**config.mk**
```make
export PLATFORM = sky130hd
export DESIGN_NAME = sram_burst_front
export DESIGN_NICKNAME = d
export VERILOG_FILES = /design/src/rtl/sram_burst_pkg.sv /design/src/rtl/sram_sel_ctl.sv /design/src/rtl/sram_burst_ctr.sv /design/src/rtl/sram_wr_dec.sv /design/src/rtl/sram_lane_array.sv /design/src/rtl/sram_burst_front.sv
export SDC_FILE = /design/constraint.sdc
export NUM_CORES = 1
export LEC_CHECK = 0
export ABC_AREA = 1
export BUFFER_PORTS_ARGS = -buffer_cell sky130_fd_sc_hd__clkbuf_2
export CELL_PAD_IN_SITES_DETAIL_PLACEMENT = 1
export CELL_PAD_IN_SITES_GLOBAL_PLACEMENT = 2
export CORE_ASPECT_RATIO = 1.2
export CORE_UTILIZATION = 30
export CTS_BUF_LIST = sky130_fd_sc_hd__clkbuf_16
export DETAILED_ROUTE_END_ITERATION = 8
export PLACE_DENSITY = 0.6
export SYNTH_ARGS = -nofsm -noshare
export SYNTH_HDL_FRONTEND = slang
export SYNTH_HIERARCHICAL = 1
export SYNTH_SLANG_ARGS = --single-unit
```
**constraint.sdc**
```tcl
create_clock -name clk -period 2.1 [get_ports clk]
set_input_delay 0.105 -clock clk [delete_from_list [all_inputs] [get_ports clk]]
set_output_delay 0.105 -clock clk [all_outputs]
set_load 0.02 [all_outputs]
```
**src/rtl/sram_burst_pkg.sv**
```systemverilog
package sram_burst_pkg;

  // Kind of work done on one clock edge.
  typedef enum logic [1:0] {
    OP_NONE  = 2'd0,
    OP_READ  = 2'd1,
    OP_WRITE = 2'd2
  } op_e;

endpackage

```
**src/rtl/sram_sel_ctl.sv**
```systemverilog
// Access start and selection: decides whether an edge loads, continues
// or is idle, and remembers whether an access is open.
module sram_sel_ctl (
  input  logic clk,
  input  logic rst_n,
  input  logic start_a_n,
  input  logic start_b_n,
  input  logic sel_n,
  input  logic sel2_n,
  input  logic sel3,
  output logic load,
  output logic load_a,
  output logic live
);

  logic selected;
  logic load_b;
  logic drop;
  logic active_q;
  logic active_d;
  logic active_en;

  always_comb begin
    selected  = !sel_n && !sel2_n && sel3;
    load_a    = !start_a_n && selected;
    load_b    = !start_b_n && !load_a && selected;
    drop      = !start_b_n && !load_a && !selected;
    load      = load_a || load_b;
    live      = load || (active_q && !drop);
    active_en = load || drop;
    active_d  = load;
  end

  always_ff @(posedge clk or negedge rst_n) begin
    if (!rst_n) begin
      active_q <= 1'b0;
    end else if (active_en) begin
      active_q <= active_d;
    end
  end

  // a deselecting controller strobe closes the access
  a_r1_drop_closes: assert property (@(posedge clk) disable iff (!rst_n)
    (!start_b_n && (sel_n || sel2_n || !sel3) && start_a_n) |=> !active_q);

  // a processor strobe while deselected leaves the access state alone
  a_r2_ignore_desel: assert property (@(posedge clk) disable iff (!rst_n)
    (!start_a_n && start_b_n && (sel_n || sel2_n || !sel3)) |=> $stable(active_q));

  // any load opens an access
  a_r3_load_opens: assert property (@(posedge clk) disable iff (!rst_n)
    load |=> active_q);

endmodule

```
**src/rtl/sram_burst_ctr.sv**
```systemverilog
// Burst address register: load, step within a four-word group, or hold.
module sram_burst_ctr #(
  parameter int AW = 4
) (
  input  logic          clk,
  input  logic          rst_n,
  input  logic          load,
  input  logic          step_n,
  input  logic [AW-1:0] addr,
  output logic [AW-1:0] cur_addr
);

  localparam int GRP_W = 2;

  logic [AW-1:0]    cnt_q;
  logic [AW-1:0]    cnt_d;
  logic             cnt_en;
  logic [GRP_W-1:0] low_next;

  always_comb begin
    low_next = cnt_q[GRP_W-1:0] + 2'd1;
    if (load) begin
      cnt_d = addr;
    end else if (!step_n) begin
      cnt_d = {cnt_q[AW-1:GRP_W], low_next};
    end else begin
      cnt_d = cnt_q;
    end
    cnt_en   = load || !step_n;
    cur_addr = cnt_d;
  end

  always_ff @(posedge clk or negedge rst_n) begin
    if (!rst_n) begin
      cnt_q <= '0;
    end else if (cnt_en) begin
      cnt_q <= cnt_d;
    end
  end

  // the loaded address is what the register holds afterwards
  a_r3_load_addr: assert property (@(posedge clk) disable iff (!rst_n)
    load |=> (cnt_q == $past(addr)));

  // stepping keeps the upper field and counts the low field modulo 4
  a_r5_step_wrap: assert property (@(posedge clk) disable iff (!rst_n)
    (!load && !step_n) |=> ((cnt_q[AW-1:GRP_W] == $past(cnt_q[AW-1:GRP_W])) &&
                            (cnt_q[GRP_W-1:0] == $past(cnt_q[GRP_W-1:0]) + 2'd1)));

  // a suspended edge holds the address
  a_r6_hold: assert property (@(posedge clk) disable iff (!rst_n)
    (!load && step_n) |=> $stable(cnt_q));

endmodule

```
**src/rtl/sram_wr_dec.sv**
```systemverilog
// Write-type decode: whole word, per-lane, read, or nothing.
module sram_wr_dec
  import sram_burst_pkg::*;
#(
  parameter int LANES = 4
) (
  input  logic             clk,
  input  logic             rst_n,
  input  logic             live,
  input  logic             ignore_wr,
  input  logic             all_wr_n,
  input  logic             byte_wr_n,
  input  logic [LANES-1:0] lane_wr_n,
  output logic [LANES-1:0] lane_we,
  output op_e              op
);

  logic wr_ok;
  logic whole;
  logic partial;

  always_comb begin
    wr_ok   = live && !ignore_wr;
    whole   = wr_ok && !all_wr_n;
    partial = wr_ok && all_wr_n && !byte_wr_n;
    if (!live) begin
      op = OP_NONE;
    end else if (whole || partial) begin
      op = OP_WRITE;
    end else begin
      op = OP_READ;
    end
  end

  for (genvar g = 0; g < LANES; g++) begin : g_lane
    assign lane_we[g] = whole || (partial && !lane_wr_n[g]);
  end

  // nothing is written on a processor-strobe load edge
  a_r4_first_quiet: assert property (@(posedge clk) disable iff (!rst_n)
    ignore_wr |-> (lane_we == '0 && op == OP_READ));

  // whole-word write request fires every lane
  a_r8_whole: assert property (@(posedge clk) disable iff (!rst_n)
    (live && !ignore_wr && !all_wr_n) |-> (&lane_we));

  // no strobe outside an access
  a_r1_idle_quiet: assert property (@(posedge clk) disable iff (!rst_n)
    !live |-> (lane_we == '0));

endmodule

```
**src/rtl/sram_lane_array.sv**
```systemverilog
// Byte-lane storage with a registered read word and its drive enable.
module sram_lane_array
  import sram_burst_pkg::*;
#(
  parameter int AW     = 4,
  parameter int LANES  = 4,
  parameter int LANE_W = 8
) (
  input  logic                    clk,
  input  logic                    rst_n,
  input  logic [AW-1:0]           cur_addr,
  input  logic [LANES*LANE_W-1:0] din,
  input  logic [LANES-1:0]        lane_we,
  input  op_e                     op,
  output logic [LANES*LANE_W-1:0] dout,
  output logic                    dout_oe
);

  localparam int DEPTH = 1 << AW;
  localparam int DW    = LANES * LANE_W;

  logic [DW-1:0] rd_word;
  logic          rd_en;
  logic [DW-1:0] dout_q;
  logic          oe_q;

  for (genvar g = 0; g < LANES; g++) begin : g_lane
    logic [LANE_W-1:0] store [DEPTH];

    always_ff @(posedge clk) begin
      if (lane_we[g]) begin
        store[cur_addr] <= din[g*LANE_W +: LANE_W];
      end
    end

    assign rd_word[g*LANE_W +: LANE_W] = store[cur_addr];
  end

  assign rd_en = (op == OP_READ);

  always_ff @(posedge clk or negedge rst_n) begin
    if (!rst_n) begin
      dout_q <= '0;
    end else if (rd_en) begin
      dout_q <= rd_word;
    end
  end

  always_ff @(posedge clk or negedge rst_n) begin
    if (!rst_n) begin
      oe_q <= 1'b0;
    end else begin
      oe_q <= rd_en;
    end
  end

  assign dout    = dout_q;
  assign dout_oe = oe_q;

  // outputs are never driven right after a write edge
  a_r10_no_drive_after_write: assert property (@(posedge clk) disable iff (!rst_n)
    (|lane_we) |=> !dout_oe);

  // a read edge drives the word on the next cycle
  a_r10_drive_after_read: assert property (@(posedge clk) disable iff (!rst_n)
    (op == OP_READ) |=> dout_oe);

endmodule

```
**src/rtl/sram_burst_front.sv**
```systemverilog
// Top: reset release, selection, burst address, write decode, array.
module sram_burst_front
  import sram_burst_pkg::*;
#(
  parameter int AW     = 4,
  parameter int LANES  = 4,
  parameter int LANE_W = 8
) (
  input  logic                    clk,
  input  logic                    rst_n,
  input  logic                    start_a_n,
  input  logic                    start_b_n,
  input  logic                    step_n,
  input  logic                    sel_n,
  input  logic                    sel2_n,
  input  logic                    sel3,
  input  logic                    all_wr_n,
  input  logic                    byte_wr_n,
  input  logic [LANES-1:0]        lane_wr_n,
  input  logic [AW-1:0]           addr,
  input  logic [LANES*LANE_W-1:0] din,
  output logic [LANES*LANE_W-1:0] dout,
  output logic                    dout_oe,
  output logic [LANES-1:0]        lane_we,
  output logic [AW-1:0]           cur_addr
);

  logic [1:0] rst_sync_q;
  logic       rst_i_n;
  logic       load;
  logic       load_a;
  logic       live;
  op_e        op;

  always_ff @(posedge clk or negedge rst_n) begin
    if (!rst_n) begin
      rst_sync_q <= 2'b00;
    end else begin
      rst_sync_q <= {rst_sync_q[0], 1'b1};
    end
  end
  assign rst_i_n = rst_sync_q[1];

  sram_sel_ctl u_sel (
    .clk       (clk),
    .rst_n     (rst_i_n),
    .start_a_n (start_a_n),
    .start_b_n (start_b_n),
    .sel_n     (sel_n),
    .sel2_n    (sel2_n),
    .sel3      (sel3),
    .load      (load),
    .load_a    (load_a),
    .live      (live)
  );

  sram_burst_ctr #(.AW(AW)) u_ctr (
    .clk      (clk),
    .rst_n    (rst_i_n),
    .load     (load),
    .step_n   (step_n),
    .addr     (addr),
    .cur_addr (cur_addr)
  );

  sram_wr_dec #(.LANES(LANES)) u_dec (
    .clk       (clk),
    .rst_n     (rst_i_n),
    .live      (live),
    .ignore_wr (load_a),
    .all_wr_n  (all_wr_n),
    .byte_wr_n (byte_wr_n),
    .lane_wr_n (lane_wr_n),
    .lane_we   (lane_we),
    .op        (op)
  );

  sram_lane_array #(.AW(AW), .LANES(LANES), .LANE_W(LANE_W)) u_arr (
    .clk      (clk),
    .rst_n    (rst_i_n),
    .cur_addr (cur_addr),
    .din      (din),
    .lane_we  (lane_we),
    .op       (op),
    .dout     (dout),
    .dout_oe  (dout_oe)
  );

  // drive enable stays low through reset
  a_r11_reset_quiet: assert property (@(posedge clk)
    !rst_i_n |=> !dout_oe);

endmodule

```
==> flow_metrics.tcl, run 1 <==
set metrics [dict create \
    gp_congestion 0.779 \
    synth_edf_count 512 \
    grt_usage 0.184 \
    finalClockSkew_ns 0.0112 \
    drive_above_1_share 0.213 \
    antenna_found_initial 2 \
    peakVddDrop_v 0.000564 \
    synth_ff_type "edfxtp_1" \
    hold_viol_final 0 \
    violations "setup timing" \
    avgRoutedWirePerCell_um 21.9 \
    finalPower_mw 30.6 \
    cp.arrival_ns 2.46 \
    cts_buffer_depth 3 \
    portBuffers 90 \
    path_class "flop to flop" \
    synthCells 2183 \
    cts_sinks 552 \
    vias_per_cell 4.61 \
    first_pass_iters 4 \
    synthArstFlopShare 0.0725 \
    max_freq_ghz 0.467 \
    ios 91 \
    required_ns 2.42 \
    post-route-period-util 1.02 \
    fp.dieW_um 254 \
    start_util 0.304 \
    antenna_left 0 \
    yosys.cell_types.count 22 \
    setup_tns_ns -0.634 \
    drc 0 \
    vias 16200 \
    syn_to_final_growth_pct 31.8 \
    ys_seq_elements 552 \
    worstMarginPinSlew_ns 0.664 \
    grt_pass1_vias 17200 \
    slew_violations 0 \
    status "finished with violations" \
    crit_path_start_kind "flop" \
    synth_fp_nets 2233 \
    rsz0062_at_grt "true" \
    fin_nets 2511 \
    post-dp-hpwl_mm 43.5 \
    std_cell_rows 110 \
    cap_violations 0 \
    cts.clk_slew.worst_paths_ns 0.06 \
    cp-end-kind "flop" \
    die_height_um 305 \
    cts_root_buf "clkbuf_16" \
    first_iter_violations 728 \
    diodes 0 \
    leakagePower_nw 12.2 \
    avgSynthCellArea_um2 10.5 \
    yosys_warnings 6 \
    htreeDepth 2 \
    grt-ovfl-total 0 \
    core-area_um2 75300 \
    grt_max_degree 94 \
    cts_tree "built" \
    crit_fanout 15 \
    ys_seq_area_frac 0.715 \
    clk_latency_ns 0.61 \
    drt-total-wl_mm 77.1 \
    setup_viol 65 \
    numCtsBuffers 59 \
    hp-class "input pin to flop" \
    slew_headroom 0.557 \
    grt_pass1_wl_mm 107 \
    dieArea_um2 77400 \
    cellPowerDensity_nw_per_um2 1010 \
    fin_ws_ns -0.0391 \
    netlist_area_um2 22900 \
    post-route-min-period_ns 2.14 \
]
## worst paths after layout
check	from	end	slack, ns	cells after the start
max in group asynchronous	rst_sync_q[1]	u_arr/dout[12]	1.16	1
hold reg to reg	rst_sync_q[1]	u_ctr/cnt_q[2]	0.30	0
setup reg to reg	u_ctr/cnt_q[0]	u_arr/g_lane[0].store[14][3]	-0.04	11
hold / removal	din[3]	u_arr/g_lane[0].store[7][3]	0.004	1
setup / recovery	u_ctr/cnt_q[0]	u_arr/g_lane[0].store[14][3]	-0.04	11
min in group asynchronous	rst_sync_q[1]	u_ctr/cnt_q[2]	0.30	0
## per-layer routing
layer  vias up  GRT usage  share of wire
met5         -          0        0.00022
met4         2     0.0395          0.018
met3        78     0.0236          0.027
met2       200      0.337           0.53
met1      8284      0.230           0.42
li1       7671          -              -
## state kept, by name (all words and copies together), names as in the netlist
name,flops
u_arr/dout_oe,1
u_sel/active_q,1
u_arr/g_lane.store,512
rst_sync_q,2
u_ctr/cnt_q,4
u_arr/dout,32
## worst max-delay path, stage by stage, from the launching register on
cell and delay, ns:
dfrtp_1 0.41, nor2_2 0.11, buf_6 0.12, o21ai_4 0.08, buf_12 0.16, inv_16 0.14, nand2_4 0.09, inv_8 0.12
buf_4 0.13, nand2_2 0.13, nor2_2 0.18, buf_12 0.16
## layout by cell type, fill, tap and decap left out, types with 2 or more instances in the layout
| cell type | n |
|---|---|
| inv_1 | 29 |
| clkbuf_2 | 89 |
| buf_8 | 4 |
| clkinv_4 | 2 |
| clkinv_2 | 8 |
| dlygate4sd3_1 | 41 |
| clkinv_1 | 16 |
| nand2_4 | 10 |
| dfrtp_1 | 39 |
| buf_4 | 52 |
| clkbuf_16 | 84 |
| nand3_1 | 49 |
| nand3b_1 | 4 |
| nor2_1 | 75 |
| nor2_2 | 50 |
| buf_16 | 11 |
| bufinv_16 | 7 |
| nand2_1 | 1209 |
| nand2_2 | 37 |
| nor2_4 | 45 |
| buf_12 | 72 |
| nand3_2 | 21 |
| inv_2 | 5 |
| buf_6 | 28 |
| edfxtp_1 | 512 |
| nand2_8 | 3 |
## logic make-up (layout without fill, tap and decap cells)
family                 after synthesis  in the layout  share of synthesized area
AO/OA/AOI/OAI                        2              2                   0.000765
buffers and inverters              125            453                     0.0313
other                                1              1                   0.000164
flip-flops                         552            552                      0.715
AND/OR/NAND/NOR                   1503           1503                      0.253
## report_power, final
group          leakage [nW]  total (mW)  switching, mW  internal (mW)
registers              5.06        12.6          0.218           12.4
clock network          1.00        10.4           4.35           6.06
logic                  6.09        7.56           4.89           2.68
total                  12.2        30.6           9.46           21.2
## cell usage after synthesis (4+ instances only)
library cell / number / share of area
nand2_1: 1255 / 0.21
edfxtp_1: 512 / 0.67
nor2_1: 165 / 0.027
nand3_1: 67 / 0.015
buf_2: 49 / 0.011
dfrtp_1: 40 / 0.044
buf_4: 20 / 0.0066
clkbuf_1: 19 / 0.0031
inv_1: 15 / 0.0025
buf_6: 13 / 0.0064
inv_2: 5 / 0.00082
nand2_2: 4 / 0.0011
nand3b_1: 4 / 0.0013
nor2_2: 4 / 0.0011
## stage by stage
step	hold WS [ns]	worst slack (ns)	util	cell area [um^2]	std cells
floorplan	-0.191	-0.135	-	23100	2183
global placement	-0.0987	-0.292	0.348	26200	3325
detailed placement	-0.0969	-0.316	0.348	26200	3325
CTS	0.00124	-0.0667	0.383	28800	3482
global route	0.0300	-0.128	0.401	30200	3519
finish	0.00431	-0.0391	0.401	30200	3519
## final cells by class
type	instances	area, um^2
flip-flops and latches	552	16400
repair buffers	320	3940
inverters	22	126
well taps	1008	1260
clock inverters	50	390
clock buffers	61	1530
multi-input cells	1506	6560
fillers	8188	45100
## repair_timing
action / 4_1_cts / 5_1_grt
buffers inserted: 3 / 9
setup endpoints to repair: 296 / 519
endpoints found under the hold margin: 481 / 0
resized for setup: 61 / 160
pin swaps: 8 / 29
hold buffers: 41 / 0
gates cloned: 2 / 29
Power figures use the tool's default switching activity.
==> run 2: changes to the inputs <==
--- a/config.mk
+++ b/config.mk
@@ -6,14 +6,14 @@
 export NUM_CORES = 1
 export LEC_CHECK = 0
 export ABC_AREA = 1
-export BUFFER_PORTS_ARGS = -buffer_cell sky130_fd_sc_hd__clkbuf_2
 export CELL_PAD_IN_SITES_DETAIL_PLACEMENT = 1
 export CELL_PAD_IN_SITES_GLOBAL_PLACEMENT = 2
 export CORE_ASPECT_RATIO = 1.2
 export CORE_UTILIZATION = 30
 export CTS_BUF_LIST = sky130_fd_sc_hd__clkbuf_16
 export DETAILED_ROUTE_END_ITERATION = 8
-export PLACE_DENSITY = 0.6
+export DONT_BUFFER_PORTS = 1
+export PLACE_DENSITY = 0.59
 export SYNTH_ARGS = -nofsm -noshare
 export SYNTH_HDL_FRONTEND = slang
 export SYNTH_HIERARCHICAL = 1
==> constraint.sdc (replaced) <==
create_clock -name clk -period 2.35 [get_ports clk]
set_input_delay 0.47 -clock clk [delete_from_list [all_inputs] [get_ports clk]]
set_output_delay 0.47 -clock clk [all_outputs]
set_load 0.02 [all_outputs]
==> run 2 against run 1 <==
Net effect:
- the flow now finishes without violations
- non-clock buffer count down 128
- design area down 7.3%
- via count down 4.5%
- critical endpoint is now cur_addr[0]
- core utilization down 2.9 points
- clock skew up 0.010 ns
- combinational power down 34%
- first-iteration DRC count up 12%
- total power down 16%
- register-to-register slack better by 0.11 ns
- critical path depth down 5
- routed wire length down 6.2%
- global-route usage up 0.40 points
==> flow_metrics.tcl, run 2 (synthesized netlist as in run 1, its figures left out) <==
set metrics [dict create \
    status "finished, final reports clean" \
    grt_pass1_wl_mm 107 \
    core-area_um2 75300 \
    slew_headroom 0.454 \
    vias_per_cell 4.57 \
    htreeDepth 2 \
    drt-total-wl_mm 72.3 \
    grt_usage 0.188 \
    crit_fanout 11 \
    fillerInstances 8301 \
    antenna_found_initial 1 \
    final_cell_mix "nand2_1, edfxtp_1, nor2_1" \
    cp-end-kind "primary output" \
    post-route-period-util 0.975 \
    cts_root_buf "clkbuf_16" \
    die_height_um 305 \
    r2r_start "u_ctr/cnt_q[0]" \
    numCtsBuffers 61 \
    grt_pass1_vias 16500 \
    slew_violations 0 \
    dieArea_um2 77400 \
    path_class "flop to primary output" \
    cp.arrival_ns 1.82 \
    top_register "u_arr/g_lane.store" \
    worstMarginPinSlew_ns 0.819 \
    syn_to_final_growth_pct 22.2 \
    cts.clk_slew.worst_paths_ns 0.06 \
    vias 15500 \
    cellPowerDensity_nw_per_um2 917 \
    hp-class "input pin to flop" \
    cts_tree "built" \
    rsz0062_at_grt "true" \
    final_cell_area_um2 28000 \
    peakVddDrop_v 0.000823 \
    leakagePower_nw 11.1 \
    reg2reg_depth 10 \
    post-dp-hpwl_mm 45.7 \
    first_pass_iters 5 \
    largest_reg_flops 512 \
    mostFrequentLayoutCell "nand2_1" \
    antenna_left 0 \
    post-route-min-period_ns 2.29 \
    fin_nets 2385 \
    cts_sinks 552 \
    critPathLaunch "u_ctr/cnt_q[0]" \
    avgRoutedWirePerCell_um 21.3 \
    hold_viol_final 0 \
    max_freq_ghz 0.436 \
    final_core_utilization 0.372 \
    crit_path_start_kind "flop" \
    endpoint "cur_addr[0]" \
    gp_congestion 0.752 \
    grt_max_degree 73 \
    fp.dieW_um 254 \
    grt-ovfl-total 0 \
    cap_violations 0 \
    clk_latency_ns 0.61 \
    required_ns 1.88 \
    start_util 0.304 \
    ios 91 \
    drive_above_1_share 0.135 \
    finalClockSkew_ns 0.0216 \
    r2r_end "u_arr/g_lane[1].store[3][5]" \
    portBuffers 0 \
    cts_buffer_depth 3 \
    first_iter_violations 814 \
    r2r_slack_ns 0.07 \
    setup_viol 0 \
    std_cell_rows 110 \
    dpl_cell_area_um2 25600 \
    drc 0 \
]
## run 2: cell types whose count changed in the layout (fill, tap and decap cells not counted), sizes merged
| cell | change |
|---|---|
| buf | -13 |
| bufbuf | +1 |
| bufinv | -3 |
| clkbuf | -110 |
| clkinv | +4 |
| clkinvlp | -1 |
| diode | +1 |
| dlygate4sd3 | -6 |
| inv | +1 |
## run 2: stage by stage
step                std cells  power (mW)  hold WS (ns)  setup TNS [ns]  worst slack (ns)
floorplan                2183        14.7         0.174          -55.60            -0.144
global placement         3237        16.6         0.174          -81.51            -0.351
detailed placement       3237        16.6         0.174          -82.20            -0.336
CTS                      3385        26.0       0.00165          -0.161            -0.161
global route             3393        26.9        0.0273          -0.799           -0.0570
finish                   3393        25.7        0.0328               0            0.0586
## run 2: cell type report
class / count / area [um^2] / share of cell area
diodes: 1 / 2.50 / 0.0000894
clock buffers: 61 / 1530 / 0.0545
clock inverters: 51 / 330 / 0.0118
inverters: 22 / 92.6 / 0.00331
multi-input cells: 1506 / 6010 / 0.215
flip-flops and latches: 552 / 16400 / 0.585
well taps: 1008 / 1260 / 0.0451
repair buffers: 192 / 2390 / 0.0855
## run 2: layer usage
metal / global-route usage / vias up / wire length [um]
met5: 0 / - / 0
met4: 0.0479 / 0 / 1600
met3: 0.0223 / 88 / 1830
met2: 0.333 / 178 / 36700
met1: 0.242 / 7827 / 32100
li1: - / 7414 / -
## run 2: worst max-delay path: stages, from the launching register on
cell and delay [ns]:
dfrtp_1 0.41, nand2_2 0.10, nand2_2 0.07, o21ai_4 0.16, buf_4 0.15, buf_12 0.15, buf_4 0.17
## run 2: repair_timing
item                                    CTS  global route
hold endpoints to repair                516             0
hold buffers                             35             0
gates cloned                              1             2
endpoints found under the setup margin   97           223
setup buffers                             0             5
resized for setup                         5            12
pin swaps                                 0             1
## run 2: where the power goes
part           switching (mW)  internal, mW  total, mW  leakage (nW)
clock                    3.89          5.11       9.00         0.992
combinational            3.40          1.58       4.98          5.08
sequential              0.592          11.1       11.7          5.06
total                    7.88          17.8       25.7          11.1
## run 2: worst min path at each step
stage	end	slack [ns]	cells past startpoint	startpoint
global placement	rst_sync_q[0]	0.17	0	rst_n
CTS	u_ctr/cnt_q[3]	0.002	2	addr[3]
floorplan	rst_sync_q[0]	0.17	0	rst_n
global route	u_ctr/cnt_q[3]	0.03	2	addr[3]
detailed placement	rst_sync_q[1]	0.17	0	rst_n
finish	u_ctr/cnt_q[3]	0.03	2	addr[3]
==> run 3: changes to the inputs <==
--- a/config.mk
+++ b/config.mk
@@ -16,5 +16,4 @@
 export PLACE_DENSITY = 0.59
 export SYNTH_ARGS = -nofsm -noshare
 export SYNTH_HDL_FRONTEND = slang
-export SYNTH_HIERARCHICAL = 1
 export SYNTH_SLANG_ARGS = --single-unit
==> run 3 against run 2 <==
Net effect:
- combinational power grew 36%
- die area grew 2.5%
- synthesized cell count grew 5.2%
- hold slack gained 0.039 ns
- fmax shrank 1.9%
- clock power grew 0.8%
- critical endpoint is now cur_addr[1]
- global-route usage grew 1.1 points
- total power grew 7.4%
- via count grew 8.4%
==> flow_metrics.tcl, run 3 <==
set metrics [dict create \
    status "finished, final reports clean" \
    grt_max_degree 77 \
    cap_violations 0 \
    netlist_area_um2 23500 \
    setup_tns_ns 0 \
    multiInputGateArea_um2 6460 \
    synthCells 2297 \
    yosys_warnings 0 \
    start_util 0.302 \
    rsz0062_at_grt "true" \
    cts_root_buf "clkbuf_16" \
    synth_edf_count 512 \
    fin_nets 2494 \
    fillerInstances 8594 \
    htreeDepth 2 \
    cts_buffer_depth 3 \
    grt-ovfl-total 0 \
    grt_pass1_wl_mm 117 \
    synth.most_common_cell "nand2_1" \
    vias 16800 \
    finalPower_mw 27.6 \
    critical_path.most_common_cell "buf_12" \
    hold_viol_final 0 \
    portBuffers 0 \
    dpl_cell_area_um2 26200 \
    synth_ff_type "edfxtp_1" \
    slew_violations 0 \
    cts_tree "built" \
    leakagePower_nw 11.8 \
    slew_headroom 0.446 \
    vias_per_cell 4.77 \
    peakVddDrop_v 0.000589 \
    ys_seq_elements 552 \
    drt-total-wl_mm 79.4 \
    cts.clk_slew.worst_paths_ns 0.06 \
    yosys.area.top_type "edfxtp_1" \
    synth_top_area_share 0.655 \
    max_freq_ghz 0.428 \
    largest_reg_flops 512 \
    yosys.cell_types.count 25 \
    post-dp-hpwl_mm 46.4 \
    avgRoutedWirePerCell_um 22.5 \
    cp-end-kind "primary output" \
    core-area_um2 77600 \
    mostFrequentLayoutCell "nand2_1" \
    gp_congestion 0.767 \
    syn_to_final_growth_pct 22.9 \
    final_cell_area_um2 28900 \
    pre_cts_ws_ns -0.143 \
    dieArea_um2 79400 \
    die_height_um 308 \
    cp_slowest_cell "dfrtp_1" \
    path_class "flop to primary output" \
    cp_cell_sequence "nand2_1 > xor2_2 > buf_4 > o21ai_4 > buf_12 > buf_12" \
    first_iter_violations 949 \
    ios 91 \
    slowest_delay_ns 0.35 \
    cellPowerDensity_nw_per_um2 955 \
    avgSynthCellArea_um2 10.2 \
    antenna_left 0 \
    crit_fanout 7 \
    hp-class "input pin to asynchronous set/reset pin" \
    setup_viol 0 \
    post-route-period-util 0.994 \
    fin_ws_ns 0.0145 \
    grt_pass1_vias 17200 \
    post-route-min-period_ns 2.34 \
    synthArstFlopShare 0.0725 \
    synth_fp_nets 2347 \
    worstMarginPinSlew_ns 0.828 \
    drc 0 \
    cp.arrival_ns 1.87 \
    std_cell_rows 112 \
    antenna_found_initial 3 \
    clk_latency_ns 0.63 \
    synthTopCellsByArea "edfxtp_1, nand2_1, nand3_1" \
    timing.hold.ws_ns 0.0718 \
    numCtsBuffers 61 \
    ys_seq_area_frac 0.698 \
    synthTopCellsByCount "nand2_1, edfxtp_1, nand3_1, nor2_1, buf_2" \
    top_register "u_arr.g_lane.store" \
    first_pass_iters 5 \
    final_cell_mix "nand2_1, edfxtp_1, nand3_1" \
    seq_area_um2 16400 \
    crit_path_start_kind "flop" \
    finalClockSkew_ns 0.0201 \
    cts_sinks 552 \
    required_ns 1.88 \
    fp.dieW_um 257 \
    grt_usage 0.200 \
    drive_above_1_share 0.114 \
]
-- run 3: cell types whose count changed after synthesis, sizes merged, moves of 4 or more --
cell	previous run	this run
nand3	70	257
nand2	1259	1155
inv	21	49
nor2	170	145
clkbuf	19	39
nand3b	4	0
o21ai	2	6
-- run 3: cells by family after synthesis --
logic type,count (synthesis),share of synthesized area
AOI/OAI and AO/OA,6,0.00192
xor gates and xnor gates,1,0.000373
other,1,0.000160
DFF,552,0.698
and+or+nand+nor,1562,0.267
buffers and inverters,175,0.0328
-- run 3: metal layers --
layer  vias up  GRT usage  share of wire
met5         -          0              0
met3        89     0.0238          0.037
met4         0     0.0465          0.019
li1       7895          -              -
met2       301      0.334           0.48
met1      8529      0.276           0.46
-- run 3: critical path, delay by kind of cell (launching register included) --
kind	cells	cell delay [ns]
simple gates	1	0.11
buf+inv	3	0.43
compound gates	1	0.17
xor+xnor	1	0.17
flops	1	0.35
-- run 3: final cells by class --
| cell class | count | share of cell area |
|---|---|---|
| flip-flops and latches | 552 | 0.568 |
| multi-input cells | 1570 | 0.224 |
| repair buffers | 210 | 0.0927 |
| clock buffers | 63 | 0.0546 |
| well taps | 1026 | 0.0445 |
| clock inverters | 52 | 0.0103 |
| inverters | 49 | 0.00638 |
| diodes | 1 | 0.0000867 |
-- run 3: final timing paths --
check	start	endpoint	slack, ns	cells past startpoint
worst max-delay path	u_ctr.cnt_q[0]	cur_addr[1]	0.01	6
worst min-delay path	rst_n	rst_sync_q[0]	0.07	1
worst max register to register	u_ctr.cnt_q[0]	u_arr.dout[7]	0.06	14
worst min register to register	rst_sync_q[1]	u_sel.active_q	0.33	0
max in group asynchronous	rst_sync_q[1]	u_arr.dout[26]	1.26	1
min in group clk	addr[1]	u_ctr.cnt_q[1]	0.08	2
-- run 3: repair_timing --
action | CTS | global route
cloned | 4 | 1
endpoints found under the setup margin | 6 | 78
pin swaps | 4 | 4
setup buffers | 7 | 6
hold endpoints to repair | 516 | 0
hold buffers | 35 | 0
resized for setup | 15 | 6
-- run 3: metrics by stage --
step,utilization,cells
6_report,0.372,3523
5_1_grt,0.372,3522
4_1_cts,0.370,3515
3_5_place_dp,0.338,3354
3_3_place_gp,0.338,3354
2_1_floorplan,-,2297
-- run 3: where the power goes --
group	internal [mW]	switching, mW	leakage [nW]	total [mW]
combinational	2.30	4.48	5.77	6.78
clock	5.12	3.95	1.01	9.07
sequential	11.1	0.579	5.06	11.7
total	18.5	9.01	11.8	27.6
